### src/rtl/lbt_pkg.sv
package lbt_pkg;
  // Strobes handed from the counting control to the output datapath.
  typedef struct packed {
    logic hold;  // block disabled: clear state
    logic tick;  // line counter expired: timer event
    logic fire;  // interrupt counter expired
  } lbtStrobes_t;
endpackage

### src/rtl/lbt_ctrl.sv
module lbt_ctrl
  import lbt_pkg::*;
#(
  parameter int CNT_W = 8,
  parameter int INT_W = 4
) (
  input  logic             clk,
  input  logic             rstN,
  input  logic             enable,
  input  logic             passiveMode,
  input  logic             lineClk,
  input  logic [CNT_W-1:0] acbVal,
  input  logic [INT_W-1:0] apiVal,
  output lbtStrobes_t      strb
);
  localparam logic [CNT_W-1:0] LineZero = '0;
  localparam logic [INT_W-1:0] ApiZero  = '0;
  localparam logic [INT_W-1:0] ApiOne   = INT_W'(1);

  logic [CNT_W-1:0] lineCnt;
  logic [INT_W-1:0] apiCnt;
  logic             tick;
  logic             apiEvent;

  assign tick     = enable & lineClk & (lineCnt == LineZero);
  assign apiEvent = tick & ~passiveMode;

  assign strb.hold = ~enable;
  assign strb.tick = tick;
  assign strb.fire = apiEvent & (apiCnt == ApiOne);

  always_ff @(posedge clk) begin
    if (!rstN) begin
      lineCnt <= '0;
      apiCnt  <= '0;
    end else if (!enable) begin
      lineCnt <= acbVal;
      apiCnt  <= apiVal;
    end else begin
      if (lineClk) begin
        if (lineCnt == LineZero) lineCnt <= acbVal;
        else                     lineCnt <= lineCnt - 1'b1;
      end
      if (apiEvent) begin
        if (apiCnt == ApiZero || apiCnt == ApiOne) apiCnt <= apiVal;
        else                                       apiCnt <= apiCnt - 1'b1;
      end
    end
  end

  // counters sit at the programmed reload values while disabled
  p_hold_r2: assert property (@(posedge clk) disable iff (!rstN)
    !enable |=> (lineCnt == $past(acbVal)) && (apiCnt == $past(apiVal)));

  // the line counter picks up the field only at a reload
  p_reload_r9: assert property (@(posedge clk) disable iff (!rstN)
    tick |=> lineCnt == $past(acbVal));
endmodule

### src/rtl/lbt_dp.sv
module lbt_dp
  import lbt_pkg::*;
(
  input  logic        clk,
  input  logic        rstN,
  input  logic        enable,
  input  logic        passiveMode,
  input  logic        pixActive,
  input  logic        intClr,
  input  lbtStrobes_t strb,
  output logic        biasOut,
  output logic        intPulse,
  output logic        intStatus
);
  logic toggleQ;

  always_ff @(posedge clk) begin
    if (!rstN) begin
      toggleQ   <= 1'b0;
      intPulse  <= 1'b0;
      intStatus <= 1'b0;
    end else begin
      if (strb.hold)      toggleQ <= 1'b0;
      else if (strb.tick) toggleQ <= ~toggleQ;
      intPulse  <= strb.fire;
      intStatus <= strb.fire | (intStatus & ~intClr);
    end
  end

  assign biasOut = enable & (passiveMode ? toggleQ : pixActive);

  // every timer event flips the bias state
  p_toggle_r3: assert property (@(posedge clk) disable iff (!rstN)
    strb.tick |=> toggleQ != $past(toggleQ));

  // disabling clears the bias state
  p_clear_r2: assert property (@(posedge clk) disable iff (!rstN)
    strb.hold |=> !toggleQ);

  // a pulse is always accompanied by the sticky bit
  p_sticky_r7: assert property (@(posedge clk) disable iff (!rstN)
    intPulse |-> intStatus);
endmodule

### src/rtl/lcd_bias_timer.sv
module lcd_bias_timer
  import lbt_pkg::*;
#(
  parameter int CNT_W = 8,
  parameter int INT_W = 4
) (
  input  logic             clk,
  input  logic             rstN,
  input  logic             enable,
  input  logic             passiveMode,
  input  logic             lineClk,
  input  logic             pixActive,
  input  logic [CNT_W-1:0] acbVal,
  input  logic [INT_W-1:0] apiVal,
  input  logic             intClr,
  output logic             biasOut,
  output logic             intPulse,
  output logic             intStatus
);
  lbtStrobes_t strb;

  lbt_ctrl #(.CNT_W(CNT_W), .INT_W(INT_W)) uCtrl (
    .clk(clk), .rstN(rstN), .enable(enable), .passiveMode(passiveMode),
    .lineClk(lineClk), .acbVal(acbVal), .apiVal(apiVal), .strb(strb)
  );

  lbt_dp uDp (
    .clk(clk), .rstN(rstN), .enable(enable), .passiveMode(passiveMode),
    .pixActive(pixActive), .intClr(intClr), .strb(strb),
    .biasOut(biasOut), .intPulse(intPulse), .intStatus(intStatus)
  );
endmodule

### config.mk
export PLATFORM = sky130hd
export DESIGN_NAME = lcd_bias_timer
export DESIGN_NICKNAME = d
export VERILOG_FILES = /design/src/rtl/lbt_pkg.sv /design/src/rtl/lbt_ctrl.sv /design/src/rtl/lbt_dp.sv /design/src/rtl/lcd_bias_timer.sv
export SDC_FILE = /design/constraint.sdc
export NUM_CORES = 1
export LEC_CHECK = 0
export ABC_AREA = 1
export BUFFER_PORTS_ARGS = -buffer_cell sky130_fd_sc_hd__buf_2
export CAP_MARGIN = 20
export CORE_MARGIN = 2
export CORE_UTILIZATION = 47
export CTS_BUF_LIST = sky130_fd_sc_hd__clkbuf_4 sky130_fd_sc_hd__clkbuf_8
export CTS_CLUSTER_DIAMETER = 60
export CTS_CLUSTER_SIZE = 24
export DETAILED_ROUTE_END_ITERATION = 12
export PLACE_DENSITY = 0.79
export RECOVER_POWER = 100
export SLEW_MARGIN = 40
export SYNTH_ARGS = -nofsm -noshare
export SYNTH_HDL_FRONTEND = slang
export SYNTH_SLANG_ARGS = --single-unit
### constraint.sdc
create_clock -name clk -period 1.6 [get_ports clk]
set_input_delay 0.24 -clock clk [delete_from_list [all_inputs] [get_ports clk]]
set_output_delay 0.24 -clock clk [all_outputs]
set_load 0.01 [all_outputs]
== Word level (Yosys, flattened, before mapping) ==
Cells that the tools add are included.

* Input bits: 19
* Latch bits: 0
* Memory bits (writable): 0
* Word-level logic and storage cells: 31
* Flip-flop bits (word level): 15
* ROM bits: 0
* Memories: 0

* Equal/unequal tests: 3
* Reductions and logical operators: 4
* Bitwise gates (word level): 10
* Muxes and demuxes: 7
* Divide/modulo/power cells: 0
* Add/subtract/negate cells: 2
* Shifts and indexed selects: 0
* $lt $le $gt $ge: 0
* $mul: 0

{| class="wikitable"
|+ Operators by type and width
! operator !! count
|-
| $mux W8 || 3
|-
| $mux W4 || 3
|-
| $logic_not A8 Y1 || 1
|-
| $sub A8 B1 Y8 const B || 1
|-
| $and A1 B1 Y1 || 6
|-
| $eq A4 B1 Y1 const B || 1
|-
| $logic_not A4 Y1 || 1
|-
| $ne A2 B1 Y1 const B || 2
|-
| $sub A4 B1 Y4 const B || 1
|-
| $not A1 Y1 || 3
|-
| $reduce_and A2 Y1 || 1
|-
| $logic_or A1 B1 Y1 || 1
|-
| $mux W1 || 1
|-
| $or A1 B1 Y1 || 1
|}

== Depth between registers and ports, before layout ==
Gate-level depths: netlist of run 1.

* Depth in word-level cells: 5
* Depth in mapped cells: 11
* Gate-level depth less buffers: 10

== Hierarchy ==
A second synthesis of run 1 with hierarchy kept.

* Cells, all modules: 168
* Area, all modules: 1082.3 µm²

{| class="wikitable"
|+ By module, submodules not included
! module !! cells each !! instances !! area each (µm²)
|-
| lbt_ctrl || 149 || 1 || 953.4
|-
| lbt_dp || 19 || 1 || 128.9
|}

== Worst setup path before layout of run 1 ==
Ideal clock, no wire load.

* Path type: flip-flop to flip-flop
* Start: register uCtrl.lineCnt[0]
* End: register uCtrl.lineCnt[4]
* Slack: 0.298 ns
* Arrival: 1.193 ns
* Buffers on the path: 1
* Cell stages (with the launch flop): 12
* Period minus slack after synthesis: 1.302 ns
* Path through: dfxtp_1 inv_1 ha_1 nand2_1 nor2_1 nand2_1 nand2_2 buf_6 a21oi_1 o21ai_0 nand2_1 inv_1

* Longest elaborated chain between the ends: 4

{| class="wikitable"
|+ RTL lines
! what !! line !! text
|-
| from (decl) || lbt_ctrl.sv:20 || <nowiki>logic [CNT_W-1:0] lineCnt;</nowiki>
|-
| from (signal assigned) || lbt_ctrl.sv:37 || <nowiki>lineCnt <= acbVal;</nowiki>
|-
| from (signal assigned) || lbt_ctrl.sv:41 || <nowiki>if (lineCnt == LineZero) lineCnt <= acbVal;</nowiki>
|-
| from (signal assigned) || lbt_ctrl.sv:42 || <nowiki>else lineCnt <= lineCnt - 1'b1;</nowiki>
|-
| $sub A8 B1 Y8 or $logic_not A8 Y1 (tied branches) || lbt_ctrl.sv:42, lbt_ctrl.sv:41 ||
|-
| $mux W8 * || lbt_ctrl.sv:41 ||
|-
| $mux W8 * || lbt_ctrl.sv:40 || <nowiki>if (lineClk) begin</nowiki>
|-
| $mux W8 * || lbt_ctrl.sv:36 || <nowiki>end else if (!enable) begin</nowiki>
|}

Every way passes the cells marked *; elsewhere a longest branch is shown, timed or not. The select of a mux whose other input is x is not followed.
A chain may end at the register's enable or synchronous reset.

== Worst setup path in the final report of run 1 ==
* Start: register uCtrl.lineCnt[0]
* End: register uDp.intStatus

* Longest elaborated chain between the ends: 5

{| class="wikitable"
|+ RTL lines
! what !! line !! text
|-
| $logic_not A8 Y1 || lbt_ctrl.sv:25 || <nowiki>assign tick = enable & lineClk & (lineCnt == LineZero);</nowiki>
|-
| $and A1 B1 Y1 || lbt_ctrl.sv:25 ||
|-
| $and A1 B1 Y1 || lbt_ctrl.sv:26 || <nowiki>assign apiEvent = tick & ~passiveMode;</nowiki>
|-
| $and A1 B1 Y1 || lbt_ctrl.sv:30 || <nowiki>assign strb.fire = apiEvent & (apiCnt == ApiOne);</nowiki>
|-
| $or A1 B1 Y1 || lbt_dp.sv:26 || <nowiki>intStatus <= strb.fire | (intStatus & ~intClr);</nowiki>
|-
| to (signal assigned) || lbt_dp.sv:26 ||
|-
| to (decl) || lbt_dp.sv:13 || <nowiki>output logic intStatus</nowiki>
|}

Every way passes these cells.

==> results.json, run 1 <==
{
  "num_io_pins": 22,
  "hpwl_um": 1755,
  "route.detailed.drc": 0,
  "grt_setup_unrepaired": "true",
  "groute.usage.overall": 0.2086,
  "syn_to_final_growth_pct": 15.92,
  "postSynthRegisterBits": 15,
  "drt-wirelength-per-cell_um": 10.98,
  "std_cell_rows": 16,
  "cap_violations": 0,
  "io_buffer_count": 21,
  "netlist_top_cells_area": "dfxtp_1, nand2_1, inv_1, o21ai_0, nand3_1",
  "finalSetupTns_ps": 0,
  "vdd.ir_drop.worst_uv": 575.2,
  "drt_first_pass_iters": 4,
  "synth_top_area_cell": "dfxtp_1",
  "cp_data_required_time_ps": 1800,
  "power_density_of_the_placed_cells_mw_per_mm2": 843.8,
  "grt_overflow": 0,
  "synthTopCellsByCount": "nand2_1, inv_1, o21ai_0, dfxtp_1, nor2_1",
  "synth-edff-count": 0,
  "yosys_most_used_dff": "dfxtp_1",
  "final_net_count": 206,
  "slew_headroom": 0.8421,
  "fp.dieW_um": 50.81,
  "cts_root_buf": "clkbuf_4",
  "min_period_over_period": 0.9064,
  "die_h_um": 50.81,
  "area_used_by_multi_input_combinational_logic_um2": 611.8,
  "routed_via_density": 5.086,
  "drt-initial-drc-count": 15,
  "post-route-min-period_ps": 1450,
  "ys_async_sr_fraction": 0,
  "seq_area_frac_synth": 0.2916,
  "report.final.setup_viol": 0,
  "cts_made_buffers": 3,
  "clock_latency_ps": 280,
  "syn_area_per_cell_um2": 6.517,
  "run_status": "completed",
  "cts.htree.levels": 1,
  "post_synth_inst_count": 158,
  "path_clk_slew_ps": 90,
  "power.static_leakage_nw": 0.6035,
  "design.die.area_mm2": 0.002581,
  "fillers": 212,
  "grt_max_degree": 13,
  "fin_skew_ps": 2.472,
  "achievable-frequency_ghz": 0.6895,
  "mappedNetlistArea_mm2": 0.001030,
  "synth.yosys.warnings": 0,
  "placeable_core_region_mm2": 0.002022,
  "grt_pass1_vias": 1017,
  "seq_area_um2": 300.3,
  "num_antenna_cells": 0,
  "place.gp.congestion": 0.8311,
  "synth_top_area_frac": 0.2916,
  "drt.antenna.violating_nets": 0,
  "hold_violations": 0,
  "crit_fanout": 6,
  "clk_path_buf_depth": 2,
  "total_power_mw": 1.007,
  "worst_slew_pin_tran_ps": 236.8,
  "routed_wl_um": 2294,
  "slew_violations": 0,
  "cts_tree": "done",
  "crit_type": "flop to flop",
  "post_route_cells_drive_above_1_share": 0.2033,
  "starting_utilization_of_the_core_area": 0.5093,
  "worstPathArrival_ps": 1650,
  "cts.sinks": 15,
  "min_path_type": "input pin to flop",
  "synth_most_common_cell": "nand2_1",
  "start_kind": "flop",
  "timing.critical_path.to_type": "flop",
  "mappedNetlistNets": 181,
  "grt_antenna_before_repair": 0,
  "synth.lib_cells_used.distinct": 24,
  "grt_first_pass_wirelength_um": 4140,
  "detailroute.via_count": 1063
}
==> per-layer routing <==
metal | track usage | wire length [µm]
met5 | 0 | 0
met4 | 0.04505 | 15
met3 | 0.05655 | 95
met2 | 0.3684 | 1113
met1 | 0.2514 | 1069
==> path summary, 6_finish.rpt <==
check,from,end,slack [ps],depth (start not counted)
min,intClr,uDp.intStatus,220,3
min reg2reg,uDp.intStatus,uDp.intStatus,500,2
max,uCtrl.lineCnt[0],uDp.intStatus,150,7
max reg2reg,uCtrl.lineCnt[0],uDp.intStatus,150,7
==> logic make-up (layout without fill, tap and decap cells) <==
logic type,count (synthesis),after routing,share of synthesized area
flip-flops,15,15,0.2916
XOR/XNOR,5,5,0.04253
adder cells (fa/ha/maj),4,4,0.04860
AND/OR/NAND/NOR,75,75,0.3402
buffers and inverters,30,54,0.1239
AO/OA/AOI/OAI,29,29,0.1531
==> final cells by class <==
class,instances,area share
well taps,27,0.02830
inverters,27,0.08491
multi-input cells,113,0.5126
flip-flops and latches,15,0.2516
repair buffers,23,0.09749
clock buffers,4,0.02516
==> worst max-delay path: stages (launching register included) <==
cell,delay (ps)
dfxtp_1,330
inv_2,90
ha_1,170
nand3_1,130
nor2_4,170
nand4_4,140
buf_4,170
o31ai_1,180
==> power by group <==
group          switching, mW  total, mW  internal (mW)
sequential            0.0330      0.440          0.407
combinational          0.204      0.334          0.130
clock                  0.119      0.233          0.114
==> flip-flops by register name (all words and copies together), names as in the netlist <==
name	cells
uDp.intPulse	1
uCtrl.apiCnt	4
uDp.intStatus	1
uDp.toggleQ	1
uCtrl.lineCnt	8
==> stage by stage <==
step	hold slack (ps)	util	area (µm²)	setup WS (ps)	cells
final	217.8	0.5903	1194	149.7	209
after CTS	213.4	0.5835	1180	77.37	208
after floorplan	422.6	-	1030	298.1	158
after global placement	461.5	0.5687	1150	167.1	204
after detailed placement	481.3	0.5687	1150	84.45	204
after global routing	233.9	0.5903	1194	-13.03	209
==> repair_timing <==
action	4_1_cts	5_1_grt
setup buffers	0	1
endpoints found under the setup margin	0	10
hold buffers	0	0
resized for setup	0	4
==> cells in the final DEF (no fill, tap or decap), drive strengths merged <==
cell type and instances:
o21bai 1, buf 20, nor3 1, o21ai 16, ha 4, xnor2 1, inv 27, nand3b 1
nand2 37, nand4 3, dfxtp 15, a21oi 11, xor2 4, clkbuf 7, o31ai 1, nand3 15
nor2 18
(Power assumes the default switching activity.)
==> run 2, diff against run 1 <==
==> constraint.sdc (replaced) <==
create_clock -name clk -period 1.7 [get_ports clk]
set_input_delay 0.255 -clock clk [delete_from_list [all_inputs] [get_ports clk]]
set_output_delay 0.255 -clock clk [all_outputs]
set_load 0.01 [all_outputs]
==> results.json, run 2 (synthesized netlist as in run 1, its figures left out) <==
{
  "post-route-min-period_ps": 1506,
  "min_period_over_period": 0.8861,
  "num_io_pins": 22,
  "final_net_count": 204,
  "hold_violations": 0,
  "drt-wirelength-per-cell_um": 10.84,
  "crit_fanout": 7,
  "top_regs": "uCtrl.lineCnt: 8 flops, uCtrl.apiCnt: 4 flops",
  "grt_max_degree": 13,
  "grt_antenna_before_repair": 0,
  "clock_latency_ps": 280,
  "layoutNonFillerInstCount": 207,
  "io_buffer_count": 21,
  "power.static_leakage_nw": 0.5981,
  "cts.sinks": 15,
  "hpwl_um": 1727,
  "post_cts_buffers": 0,
  "routed_via_density": 4.932,
  "cts_root_buf": "clkbuf_4",
  "syn_to_final_growth_pct": 13.49,
  "path_delay_family": "simple AND/OR/NAND/NOR gates",
  "registers.top_by_ff_count": "uCtrl.lineCnt",
  "largest_reg_flops": 8,
  "numPlacedInstances": 203,
  "slew_headroom": 0.8075,
  "grt_first_pass_wirelength_um": 3912,
  "r2r_setup_slack_ps": 190,
  "critical_path.slowest_cell": "dfxtp_1",
  "cts_tree": "done",
  "worst_slew_pin_tran_ps": 288.8,
  "run_status": "completed",
  "slew_violations": 0,
  "place.gp.congestion": 0.8616,
  "worstPathArrival_ps": 1690,
  "critical_path.cell_chain": "inv_1 > ha_1 > nand3_1 > nor2_2 > nand4_4 > nand2_1 > inv_2 > nor2_1 > nor2_1",
  "cp_data_required_time_ps": 1890,
  "routed_wl_um": 2244,
  "grt_setup_unrepaired": "false",
  "finalSetupTns_ps": 0,
  "met1_layer_usage_reported_by_global_route": 0.2523,
  "report.final.setup_viol": 0,
  "achievable-frequency_ghz": 0.6638,
  "groute.layer.met3.usage": 0.05357,
  "final_core_util": 0.5780,
  "slowest_delay_ps": 320,
  "fp.dieW_um": 50.81,
  "detailroute.via_count": 1021,
  "cap_violations": 0,
  "drt-initial-drc-count": 20,
  "num_antenna_cells": 0,
  "power_density_of_the_placed_cells_mw_per_mm2": 802.2,
  "clk_path_buf_depth": 2,
  "path_clk_slew_ps": 90,
  "route.detailed.drc": 0,
  "min_path_type": "input pin to flop",
  "drt_first_pass_iters": 4,
  "gr-usage-met2": 0.3399,
  "timing.critical_path.to_type": "flop",
  "fin_skew_ps": 3.008,
  "die_h_um": 50.81,
  "grt_overflow": 0,
  "groute.usage.overall": 0.1978,
  "vdd.ir_drop.worst_uv": 518.3,
  "layout.cells.most_common": "nand2_1",
  "placeable_core_region_mm2": 0.002022,
  "cts.htree.levels": 1,
  "design.die.area_mm2": 0.002581,
  "grt_pass1_vias": 941,
  "starting_utilization_of_the_core_area": 0.5093,
  "post_route_cells_drive_above_1_share": 0.1833,
  "crit_type": "flop to flop",
  "std_cell_rows": 16,
  "drt.antenna.violating_nets": 0,
  "cts_made_buffers": 3,
  "start_kind": "flop",
  "critPathMostFrequentCell": "nor2_1",
  "layout.cells.most_common_list": "nand2_1, inv_1, buf_2",
  "path_buf_inv": 2,
  "gr-max-usage-layer": "met2"
}
[run 2: where the power goes]
part	leakage, nW	internal [mW]	switching (mW)
logic	0.456	0.118	0.185
registers	0.124	0.383	0.0317
clock network	0.0184	0.107	0.113
total	0.598	0.608	0.329
[run 2: metal layers]
metal	vias up	share of wire
li1	547	-
met1	453	0.50
met2	19	0.45
met3	2	0.042
met4	0	0.0045
met5	-	0
[run 2: worst paths after layout]
check	from	to	depth (start not counted)
worst min register to register	uDp.toggleQ	uDp.toggleQ	2
worst min-delay path	intClr	uDp.intStatus	3
worst max-delay path	uCtrl.lineCnt[0]	uCtrl.apiCnt[3]	9
worst max register to register	uCtrl.lineCnt[0]	uCtrl.apiCnt[3]	9
[run 2: stage by stage]
stage                     worst slack [ps]  cell area (µm²)  hold WS (ps)  power (mW)
after floorplan                      398.1             1030         437.6      0.6534
after global placement               273.5             1142         460.8      0.7131
after detailed placement             181.0             1142         471.8      0.7210
after CTS                            173.4             1172         229.8      0.9439
after global routing                 28.14             1169         258.6       1.014
final                                193.6             1169         237.2      0.9375
[run 2: final cells by class]
| class | instances | area, µm² |
|---|---|---|
| Tap cell | 27 | 33.78 |
| Multi-Input combinational cell | 113 | 600.6 |
| Inverter | 27 | 101.3 |
| Clock buffer | 4 | 30.03 |
| Timing Repair Buffer | 21 | 102.6 |
| Sequential cell | 15 | 300.3 |
| Fill cell | 197 | 853.3 |
[run 2: worst register-to-register path: cells and delay by family (launching register included)]
| family | cells | cell delay, ps |
|---|---|---|
| adders and majority gates | 1 | 180 |
| buffers and inverters | 2 | 180 |
| DFF | 1 | 320 |
| and+or+nand+nor | 6 | 720 |
[run 2: what timing repair did]
item | in CTS | in global routing
gates resized for setup | 0 | 1
setup endpoints to repair | 0 | 1
hold buffers | 0 | 0
